File: config.mk
export PLATFORM = sky130hd
export DESIGN_NAME = tick_ctl_unit
export DESIGN_NICKNAME = d
export VERILOG_FILES = /design/src/rtl/tick_ctl_pkg.sv /design/src/rtl/tick_ring.sv /design/src/rtl/op_decode.sv /design/src/rtl/ctl_matrix.sv /design/src/rtl/tick_ctl_unit.sv
export SDC_FILE = /design/constraint.sdc
export NUM_CORES = 1
export LEC_CHECK = 0
export CORE_AREA = 4 4 41 43
export CTS_BUF_LIST = sky130_fd_sc_hd__clkbuf_8
export CTS_CLUSTER_DIAMETER = 30
export DETAILED_ROUTE_END_ITERATION = 7
export DIE_AREA = 0 0 45 47
export PLACE_DENSITY = 0.73
export SLEW_MARGIN = 20
export SYNTH_ARGS = -nofsm -noshare
export SYNTH_HDL_FRONTEND = slang
export SYNTH_SLANG_ARGS = --single-unit
File: constraint.sdc
create_clock -name clk -period 1.1 [get_ports clk]
set_input_delay 0.22 -clock clk [delete_from_list [all_inputs] [get_ports clk]]
set_output_delay 0.22 -clock clk [all_outputs]
set_load 0.005 [all_outputs]
File: src/rtl/tick_ctl_pkg.sv
`timescale 1ns/1ps
package tick_ctl_pkg;

  // number of instruction lines and the code each one answers to
  localparam int N_OPS      = 4;
  localparam int OP_MOV_A2B = 0;
  localparam int OP_MOV_B2A = 1;
  localparam int OP_INC_A   = 2;
  localparam int OP_INC_B   = 3;

  // ticks that can raise an enable
  localparam int WORK_TICKS = 4;

  typedef struct packed {
    logic pc_load;
    logic pc_drive;
    logic mar_load;
    logic a_load;
    logic a_drive;
    logic b_load;
    logic b_drive;
    logic sum_load;
    logic sum_drive;
  } ctl_t;

  // number of bus drivers active in a control word
  function automatic int drivers_on(input ctl_t c);
    return int'(c.pc_drive) + int'(c.a_drive) + int'(c.b_drive) + int'(c.sum_drive);
  endfunction

endpackage

File: src/rtl/tick_ring.sv
`timescale 1ns/1ps
module tick_ring #(
  parameter int N = 10
) (
  input  logic         clk,
  input  logic         rst,
  input  logic         step,
  output logic [N-1:0] ring,
  output logic         wrap
);
  localparam logic [N-1:0] HOME = {{(N-1){1'b0}}, 1'b1};

  always_ff @(posedge clk) begin
    if (rst)       ring <= HOME;
    else if (step) ring <= {ring[N-2:0], ring[N-1]};
  end

  assign wrap = step & ring[N-1];
endmodule

File: src/rtl/op_decode.sv
`timescale 1ns/1ps
module op_decode #(
  parameter int W     = 4,
  parameter int LINES = 4
) (
  input  logic [W-1:0]     code,
  output logic [LINES-1:0] line,
  output logic             noop
);
  for (genvar i = 0; i < LINES; i++) begin : g_line
    localparam logic [W-1:0] KEY = W'(i);
    assign line[i] = (code == KEY);
  end

  assign noop = ~|line;
endmodule

File: src/rtl/ctl_matrix.sv
`timescale 1ns/1ps
module ctl_matrix
  import tick_ctl_pkg::*;
(
  input  logic [WORK_TICKS-1:0] t,
  input  logic [N_OPS-1:0]      op,
  output ctl_t                  ctl
);
  // product terms, one per tick/instruction pair that does work
  logic mv_ab_t2, mv_ba_t2, inc_a_t2, inc_a_t3, inc_b_t2, inc_b_t3;

  assign mv_ab_t2 = op[OP_MOV_A2B] & t[2];
  assign mv_ba_t2 = op[OP_MOV_B2A] & t[2];
  assign inc_a_t2 = op[OP_INC_A]   & t[2];
  assign inc_a_t3 = op[OP_INC_A]   & t[3];
  assign inc_b_t2 = op[OP_INC_B]   & t[2];
  assign inc_b_t3 = op[OP_INC_B]   & t[3];

  always_comb begin
    ctl           = '0;
    ctl.pc_drive  = t[0];
    ctl.mar_load  = t[0];
    ctl.pc_load   = t[1];
    ctl.sum_load  = t[0] | inc_a_t2 | inc_b_t2;
    ctl.sum_drive = t[1] | inc_a_t3 | inc_b_t3;
    ctl.a_load    = inc_a_t3 | mv_ba_t2;
    ctl.a_drive   = inc_a_t2 | mv_ab_t2;
    ctl.b_load    = inc_b_t3 | mv_ab_t2;
    ctl.b_drive   = inc_b_t2 | mv_ba_t2;
  end
endmodule

File: src/rtl/tick_ctl_unit.sv
`timescale 1ns/1ps
module tick_ctl_unit
  import tick_ctl_pkg::*;
#(
  parameter int N_TICKS = 10,
  parameter int INSTR_W = 4
) (
  input  logic               clk,
  input  logic               rst,
  input  logic               en,
  input  logic [INSTR_W-1:0] instr,
  output logic [N_TICKS-1:0] tick,
  output logic               pc_load,
  output logic               pc_drive,
  output logic               mar_load,
  output logic               a_load,
  output logic               a_drive,
  output logic               b_load,
  output logic               b_drive,
  output logic               sum_load,
  output logic               sum_drive
);
  // named internal events for the checker
  logic                  wrap_evt;
  logic                  idle_tick;
  logic                  noop;
  logic [N_OPS-1:0]      op_line;
  logic [WORK_TICKS-1:0] work_t;
  ctl_t                  ctl;

  tick_ring #(.N(N_TICKS)) u_ring (
    .clk (clk),
    .rst (rst),
    .step(en),
    .ring(tick),
    .wrap(wrap_evt)
  );

  op_decode #(.W(INSTR_W), .LINES(N_OPS)) u_dec (
    .code(instr),
    .line(op_line),
    .noop(noop)
  );

  assign work_t    = tick[WORK_TICKS-1:0];
  assign idle_tick = |tick[N_TICKS-1:WORK_TICKS];

  ctl_matrix u_mat (
    .t  (work_t),
    .op (op_line),
    .ctl(ctl)
  );

  assign pc_load   = ctl.pc_load;
  assign pc_drive  = ctl.pc_drive;
  assign mar_load  = ctl.mar_load;
  assign a_load    = ctl.a_load;
  assign a_drive   = ctl.a_drive;
  assign b_load    = ctl.b_load;
  assign b_drive   = ctl.b_drive;
  assign sum_load  = ctl.sum_load;
  assign sum_drive = ctl.sum_drive;
endmodule

After elaboration in Yosys (flattened, before gate mapping)
Cells that the tools add are included.
{"block": "word_totals", "register_bits": 10, "word_cells": 19}
{"block": "op_classes", "eq_ne": 3, "n_bitwise": 14, "reduce_logical": 1}
{"operator": "4-bit by 2-bit == test with 1-bit output (second input constant)", "n": 2}
{"operator": "1-bit bitwise OR", "n": 8}
{"operator": "1-bit bitwise AND", "n": 6}
{"operator": "4-bit by 1-bit == test with 1-bit output (second input constant)", "n": 1}
{"operator": "4-bit zero test", "n": 1}

Logic depth before layout (Yosys ltp)
Gate-level depths: netlist of the first run.
{"block": "depth", "word_depth": 4, "ltp_mapped": 3, "mapped_depth_nobuf": 2}

Hierarchy
Synthesis of the first run repeated with hierarchy kept, for this count alone.
{"block": "unflattened", "cells_unflattened": 48, "area_unflattened_um2": 480.5}
{"mod": "tick_ring", "instances": 1, "cells_per_inst": 33, "area_each_um2": 360.3, "seq_area_each_um2": 200.2}
{"mod": "ctl_matrix", "instances": 1, "cells_per_inst": 10, "area_each_um2": 77.6, "seq_area_each_um2": 0.0}
{"mod": "op_decode", "instances": 1, "cells_per_inst": 5, "area_each_um2": 42.5, "seq_area_each_um2": 0.0}

Worst setup path after synthesis of the first run
Ideal clock, no wire load.
{"block": "synth_path", "path_kind": "register to output", "from": "register u_ring.ring[2]", "to": "output b_load", "arrival_ns": 0.917, "t_required_ns": 0.880, "path_slack_ns": -0.037, "stages_incl_launch_ff": 3, "n_path_buf": 0, "path_cell_list": "dfxtp_1 or3b_1 a21boi_1"}
{"block": "synth_via", "elab_chain_cells": 2}
{"element": "from (decl)", "line": "tick_ring.sv:8", "text": "output logic [N-1:0] ring,"}
{"element": "from (signal assigned)", "line": "tick_ring.sv:15", "text": "else if (step) ring <= {ring[N-2:0], ring[N-1]};"}
{"element": "1-bit bitwise AND", "line": "ctl_matrix.sv:12", "text": "assign mv_ab_t2 = op[OP_MOV_A2B] & t[2];"}
{"element": "1-bit bitwise OR", "line": "ctl_matrix.sv:28", "text": "ctl.b_load = inc_b_t3 | mv_ab_t2;"}
{"element": "to (decl)", "line": "tick_ctl_unit.sv:18", "text": "output logic b_load,"}
Every way passes these cells.

Worst setup path in the final report of the first run
Ends and elaborated chain as after synthesis.

==> results of run 1 <==
cells by family after synthesis:
group                  after synthesis
muxes                                9
DFF                                 10
and+or+nand+nor                     17
buffers and inverters                5
AOI/OAI and AO/OA                    5
synthesized netlist by cell type:
cell	count
and3_2	1
a21boi_1	1
nor2b_1	1
dfxtp_1	10
mux2i_1	9
buf_4	4
a21boi_0	1
nand3b_1	2
nor4b_1	1
or3b_1	1
a31o_2	2
clkbuf_1	1
nor2_1	10
nand3_1	1
a211o_1	1
cell usage in the layout (no fill, tap or decap):
cell,Yosys,routed
mux2i_1,9,9
buf_4,4,7
dfxtp_1,10,5
nand3b_1,2,2
and3_2,1,1
clkbuf_2,0,1
or3b_1,1,1
a21boi_1,1,2
clkdlybuf4s15_1,0,2
dfxtp_4,0,1
a211o_1,1,1
a31o_2,2,2
buf_6,0,2
dfxtp_2,0,4
buf_12,0,1
clkbuf_8,0,4
clkdlybuf4s15_2,0,2
nor2_4,0,1
clkdlybuf4s50_1,0,2
dlygate4sd2_1,0,12
nor2_1,10,9
buf_2,0,6
nor2b_1,1,1
nand3_1,1,1
nor4b_4,0,1
worst max path at each step:
stage	end	slack, ps	depth (start not counted)	start
2_1_floorplan	b_load	20	2	u_ring.ring[2]$_SDFFE_PP0P_
3_3_place_gp	b_load	-770	4	instr[0]
3_5_place_dp	b_load	-800	4	instr[0]
4_1_cts	b_load	-260	3	u_ring.ring[2]$_SDFFE_PP0P_
5_1_grt	b_load	-300	3	u_ring.ring[2]$_SDFFE_PP0P_
6_report	b_load	-250	3	u_ring.ring[2]$_SDFFE_PP0P_
per-stage QoR:
step | utilization, % | worst slack [ps]
2_1_floorplan | - | 16.61
3_3_place_gp | 59.23 | -767.5
3_5_place_dp | 59.23 | -796.8
4_1_cts | 62.98 | -262.0
5_1_grt | 63.27 | -304.2
6_report | 63.27 | -251.3
critical path, cell delays in order (launching register included):
cell,delay (ps)
dfxtp_2,310
or3b_1,340
a21boi_1,130
buf_2,130
area by class of cell:
class                   count  area, µm²  area share [%]
clock buffers               4      55.05           6.687
multi-input cells          31      242.7           29.48
flip-flops and latches     10      209.0           25.38
well taps                  15      18.77           2.280
repair buffers             35      297.8           36.17
power breakdown:
| part | switching, mW | leakage, nW | internal (mW) |
|---|---|---|---|
| clock network | 0.133 | 0.0288 | 0.314 |
| logic | 0.0564 | 0.299 | 0.0819 |
| registers | 0.00783 | 0.0832 | 0.372 |
metal layers:
layer  routed length [µm]  vias up  share of wire [%]
met5                    0        -                  0
met2                  636       12                 51
met3                   66        0                5.3
met1                  546      215                 44
met4                    0        0                  0
li1                     -      229                  -
repair_timing:
item	in CTS	in global routing
resized for setup	59	2
endpoints found under the setup margin	19	7
buffers inserted	1	0
pin swaps	4	0
==> flow_metrics.env, run 1 <==
export IMPL_syn_inst=46
export IMPL_grt_busiest_layer="met2"
export IMPL_diodes=0
export IMPL_hold_viol=0
export IMPL_clock_latency_ps=230
export IMPL_endpoint_kind="output pin"
export IMPL_ir_worst_vdd_v=0.0008930
export IMPL_wl_per_cell_um=13.15
export IMPL_met2_usage_pct=21.75
export IMPL_rsz0062_at_grt="true"
export IMPL_hold_path_endpoint="u_ring.ring[6]$_SDFFE_PP0P_"
export IMPL_synth_top_area_share_pct=44.08
export IMPL_cts_buffer_depth=2
export IMPL_synth_seq_cells=10
export IMPL_fillCellCount=133
export IMPL_rr_endpoint="u_ring.ring[0]$_SDFFE_PP1P_"
export IMPL_rows=13
export IMPL_synth_compound_area_share_pct=9.091
export IMPL_drc_errors=0
export IMPL_largest_registers="u_ring.ring x10"
export IMPL_cts_tree="built"
export IMPL_chipWidth_um=45
export IMPL_fmax_mhz=740.0
export IMPL_drt_iter0_drc=8
export IMPL_synthDistinctLibCells=15
export IMPL_synthMuxAreaShare_pct=19.83
export IMPL_reg2reg_depth=2
export IMPL_synth_top_cell_by_area="dfxtp_1"
export IMPL_r2r_start="u_ring.ring[9]$_SDFFE_PP0P_"
export IMPL_synth_area_um2=454.2
export IMPL_viasPerCell=4.800
export IMPL_vias=456
export IMPL_power_mw=0.9651
export IMPL_grt_overflow=0
export IMPL_fin_area_um2=823.3
export IMPL_slew_violations=0
export IMPL_setup_ws_ps=-251.3
export IMPL_whs_ps=505.8
export IMPL_core_area_mm2=0.001301
export IMPL_syn_area_per_cell_um2=9.874
export IMPL_tightest_slew_ps=145.4
export IMPL_start_kind="flop"
export IMPL_critPathKind="flop to output pin"
export IMPL_synth_top_family_by_area="multiplexers"
export IMPL_fin_crit_sh_pct=122.8
export IMPL_regToRegSetupSlack_ps=280
export IMPL_start_util_pct=34.90
export IMPL_fin_skew_ps=2.444
export IMPL_crit_required_ps=880
export IMPL_die_h_um=47
export IMPL_setup_tns_ps=-795.2
export IMPL_antenna_found_initial=0
export IMPL_grt_max_degree=12
export IMPL_antenna_left=0
export IMPL_syn2layout_area_growth_pct=81.27
export IMPL_synth_xor_area_share_pct=0
export IMPL_violations="negative setup slack"
export IMPL_cap_violations=0
export IMPL_drt_pass1_iterations=4
export IMPL_h_tree_depth=1
export IMPL_min_delay_start="u_ring.ring[5]$_SDFFE_PP0P_"
export IMPL_leakage_nw=0.4107
export IMPL_drt_total_wl_mm=1.249
export IMPL_seq_area_frac_synth_pct=44.08
export IMPL_period_needed_ps=1351
export IMPL_cp_max_fo=2
export IMPL_cts_sinks=10
export IMPL_grt_util_met3_pct=3.065
export IMPL_dp_cells=90
export IMPL_numCtsBuffers=3
export IMPL_grt_usage_pct=13.40
export IMPL_cts_root_buffer="clkbuf_8"
export IMPL_largest_reg_flops=10
export IMPL_grt_pass1_wl_mm=2.090
export IMPL_die_area_mm2=0.002115
export IMPL_nNetsFinal=88
export IMPL_portBuffers=25
export IMPL_synth_area_leaders="dfxtp_1 (44%), mux2i_1 (20%), nor2_1 (8.3%), buf_4 (6.6%), a31o_2 (3.9%)"
export IMPL_synthSimpleGateAreaFrac_pct=19.56
export IMPL_slew_headroom_pct=90.03
export IMPL_dpl_cell_area_um2=770.7
export IMPL_hpwl_um=922.6
export IMPL_status="finished, violations left"
export IMPL_p_per_area_mw_per_mm2=1172
export IMPL_yosysWarnings=0
export IMPL_clk_pin_slew_ps=50
export IMPL_drive_above_1_share_pct=41.25
export IMPL_synthesis_nets=53
export IMPL_setup_viol=6
export IMPL_hold_buffers=0
export IMPL_pin_count=26
export IMPL_final_cells=95
export IMPL_grt_pass1_vias=464
export IMPL_met1_usage_pct=17.24
export IMPL_hold_path_class="flop to flop"
export IMPL_arrival_ps=1130
export IMPL_gp_congestion=0.5966
export IMPL_synth_fa_ha_area_share_pct=0
export IMPL_largest_register="u_ring.ring"
export IMPL_hold_path_depth=2
No activity file was read; power rests on OpenSTA's default activity.
==> run 2: changes to the inputs <==
--- a/config.mk
+++ b/config.mk
@@ -5,11 +5,11 @@
 export SDC_FILE = /design/constraint.sdc
 export NUM_CORES = 1
 export LEC_CHECK = 0
-export CORE_AREA = 4 4 41 43
+export CORE_AREA = 3 3 40 42
 export CTS_BUF_LIST = sky130_fd_sc_hd__clkbuf_8
 export CTS_CLUSTER_DIAMETER = 30
 export DETAILED_ROUTE_END_ITERATION = 7
-export DIE_AREA = 0 0 45 47
+export DIE_AREA = 0 0 43 45
 export PLACE_DENSITY = 0.73
 export SLEW_MARGIN = 20
 export SYNTH_ARGS = -nofsm -noshare
==> run 2 against run 1 <==
Net effect: the flow still finishes with violations (negative setup slack); worst setup slack lost 28 ps; sequential cell count is the same; sequential power is essentially flat; register-to-register slack lost 210 ps; clock skew is essentially flat; global-route usage grew 2.4 points; sequential share of layout area grew 0.14 points; fmax shrank 2.0%; via count grew 4.6%; count of clock-buffer cells in the layout is the same; utilization grew 2.7 points; non-clock buffer count grew 3; largest cell class unchanged; largest power group unchanged.
==> flow_metrics.env, run 2 (same netlist as run 1, synthesis figures left out) <==
export IMPL_start_kind="flop"
export IMPL_largest_register="u_ring.ring"
export IMPL_grt_pass1_vias=469
export IMPL_crit_required_ps=880
export IMPL_drt_pass1_iterations=2
export IMPL_portBuffers=25
export IMPL_final_common_cell="buf_4"
export IMPL_fin_crit_sh_pct=125.4
export IMPL_cp_top_family="simple AND/OR/NAND/NOR gates"
export IMPL_grt_overflow=0
export IMPL_drt_total_wl_mm=1.290
export IMPL_largest_registers="u_ring.ring x10"
export IMPL_syn2layout_area_growth_pct=86.78
export IMPL_critPathKind="flop to output pin"
export IMPL_fin_skew_ps=2.637
export IMPL_chipWidth_um=43
export IMPL_fin_util_pct=66.02
export IMPL_power_mw=1.001
export IMPL_start_util_pct=35.35
export IMPL_seqCellArea_um2=216.5
export IMPL_grt_usage_pct=15.85
export IMPL_multi_input_comb_area_um2=251.5
export IMPL_slew_headroom_pct=90.02
export IMPL_cap_violations=0
export IMPL_die_h_um=45
export IMPL_layout_common_cells="buf_4 (11), dlygate4sd2_1 (10), mux2i_1 (9), nor2_1 (9), dfxtp_2 (7)"
export IMPL_dp_slack_ps=-786.2
export IMPL_period_needed_ps=1380
export IMPL_rsz0062_at_grt="true"
export IMPL_slew_violations=0
export IMPL_hold_buffers=0
export IMPL_wl_per_cell_um=13.16
export IMPL_cp_max_fo=2
export IMPL_vias=477
export IMPL_cp_slowest_cell="or3b_1"
export IMPL_whs_ps=472.8
export IMPL_hold_path_endpoint="u_ring.ring[0]$_SDFFE_PP1P_"
export IMPL_leakage_nw=0.4202
export IMPL_grt_max_degree=8
export IMPL_regToRegSetupSlack_ps=70
export IMPL_numCtsBuffers=3
export IMPL_path_cells="or3b_1, a21boi_1, buf_2"
export IMPL_antenna_left=0
export IMPL_fillCellCount=117
export IMPL_gp_congestion=0.6432
export IMPL_min_delay_start="u_ring.ring[9]$_SDFFE_PP0P_"
export IMPL_cts_sinks=10
export IMPL_ir_worst_vdd_v=0.0007465
export IMPL_hold_path_depth=1
export IMPL_tightest_slew_ps=145.5
export IMPL_reg2reg_depth=4
export IMPL_rr_endpoint="u_ring.ring[0]$_SDFFE_PP1P_"
export IMPL_max_stage_delay_ps=340
export IMPL_grt_pass1_wl_mm=2.221
export IMPL_fmax_mhz=724.9
export IMPL_nNetsFinal=91
export IMPL_core_area_mm2=0.001285
export IMPL_die_area_mm2=0.001935
export IMPL_clock_latency_ps=240
export IMPL_cts_root_buffer="clkbuf_8"
export IMPL_drt_iter0_drc=1
export IMPL_setup_tns_ps=-1019
export IMPL_r2r_start="u_ring.ring[0]$_SDFFE_PP1P_"
export IMPL_largest_reg_flops=10
export IMPL_rows=13
export IMPL_h_tree_depth=1
export IMPL_violations="negative setup slack"
export IMPL_hpwl_um=815.3
export IMPL_hold_viol=0
export IMPL_cts_buffer_depth=2
export IMPL_endpoint_kind="output pin"
export IMPL_setup_ws_ps=-279.5
export IMPL_p_per_area_mw_per_mm2=1179
export IMPL_drive_above_1_share_pct=50.60
export IMPL_cts_tree="built"
export IMPL_antenna_found_initial=0
export IMPL_clk_pin_slew_ps=50
export IMPL_setup_viol=6
export IMPL_pin_count=26
export IMPL_viasPerCell=4.867
export IMPL_drc_errors=0
export IMPL_hold_path_class="flop to flop"
export IMPL_diodes=0
export IMPL_arrival_ps=1160
export IMPL_path_buf_inv=1
export IMPL_status="finished, violations left"
## run 2: worst max path at each step
stage,from,to,slack [ps],cells after the start
floorplan,u_ring.ring[2]$_SDFFE_PP0P_,b_load,20,2
global placement,instr[0],b_load,-770,4
detailed placement,instr[0],b_load,-790,4
CTS,u_ring.ring[2]$_SDFFE_PP0P_,b_load,-270,3
global route,u_ring.ring[2]$_SDFFE_PP0P_,b_load,-340,3
finish,u_ring.ring[2]$_SDFFE_PP0P_,b_load,-280,3
## run 2: worst register-to-register path: cells and delay by family (launching register included)
family	cells	cell delay, ps
and+or+nand+nor	1	120
buffers and inverters	2	250
DFF	1	340
AOI/OAI and AO/OA	1	210
## run 2: per-stage QoR
stage,cells,area [µm²]
final,98,848.3
after global routing,98,848.3
after CTS,98,857.1
after detailed placement,90,758.2
after global placement,90,758.2
after floorplan,46,455.4
## run 2: area by class of cell
type	count	area share, %
Multi-Input combinational cell	31	29.65
Timing Repair Buffer	38	36.14
Clock buffer	4	6.490
Tap cell	15	2.212
Sequential cell	10	25.52
## run 2: per-layer routing
metal / share of wire (%) / global-route usage, % / vias to the layer above / wire (µm)
met5: 0 / 0 / - / 0
met4: 2.7 / 10.84 / 0 / 35
met3: 5.1 / 5.179 / 6 / 66
met2: 48 / 24.25 / 15 / 625
met1: 44 / 18.89 / 224 / 562
li1: - / - / 232 / -
## run 2: where the power goes
part           total [mW]  internal (mW)  leakage (nW)  switching [mW]
Sequential          0.380          0.371        0.0856         0.00851
Clock               0.474          0.316        0.0288           0.158
Combinational       0.147         0.0885         0.306          0.0586
## run 2: repair_timing
item	in CTS	in global routing
resized for setup	65	7
endpoints found under the setup margin	19	10
endpoints found under the hold margin	0	0
buffers inserted	4	0
pin swaps	3	1
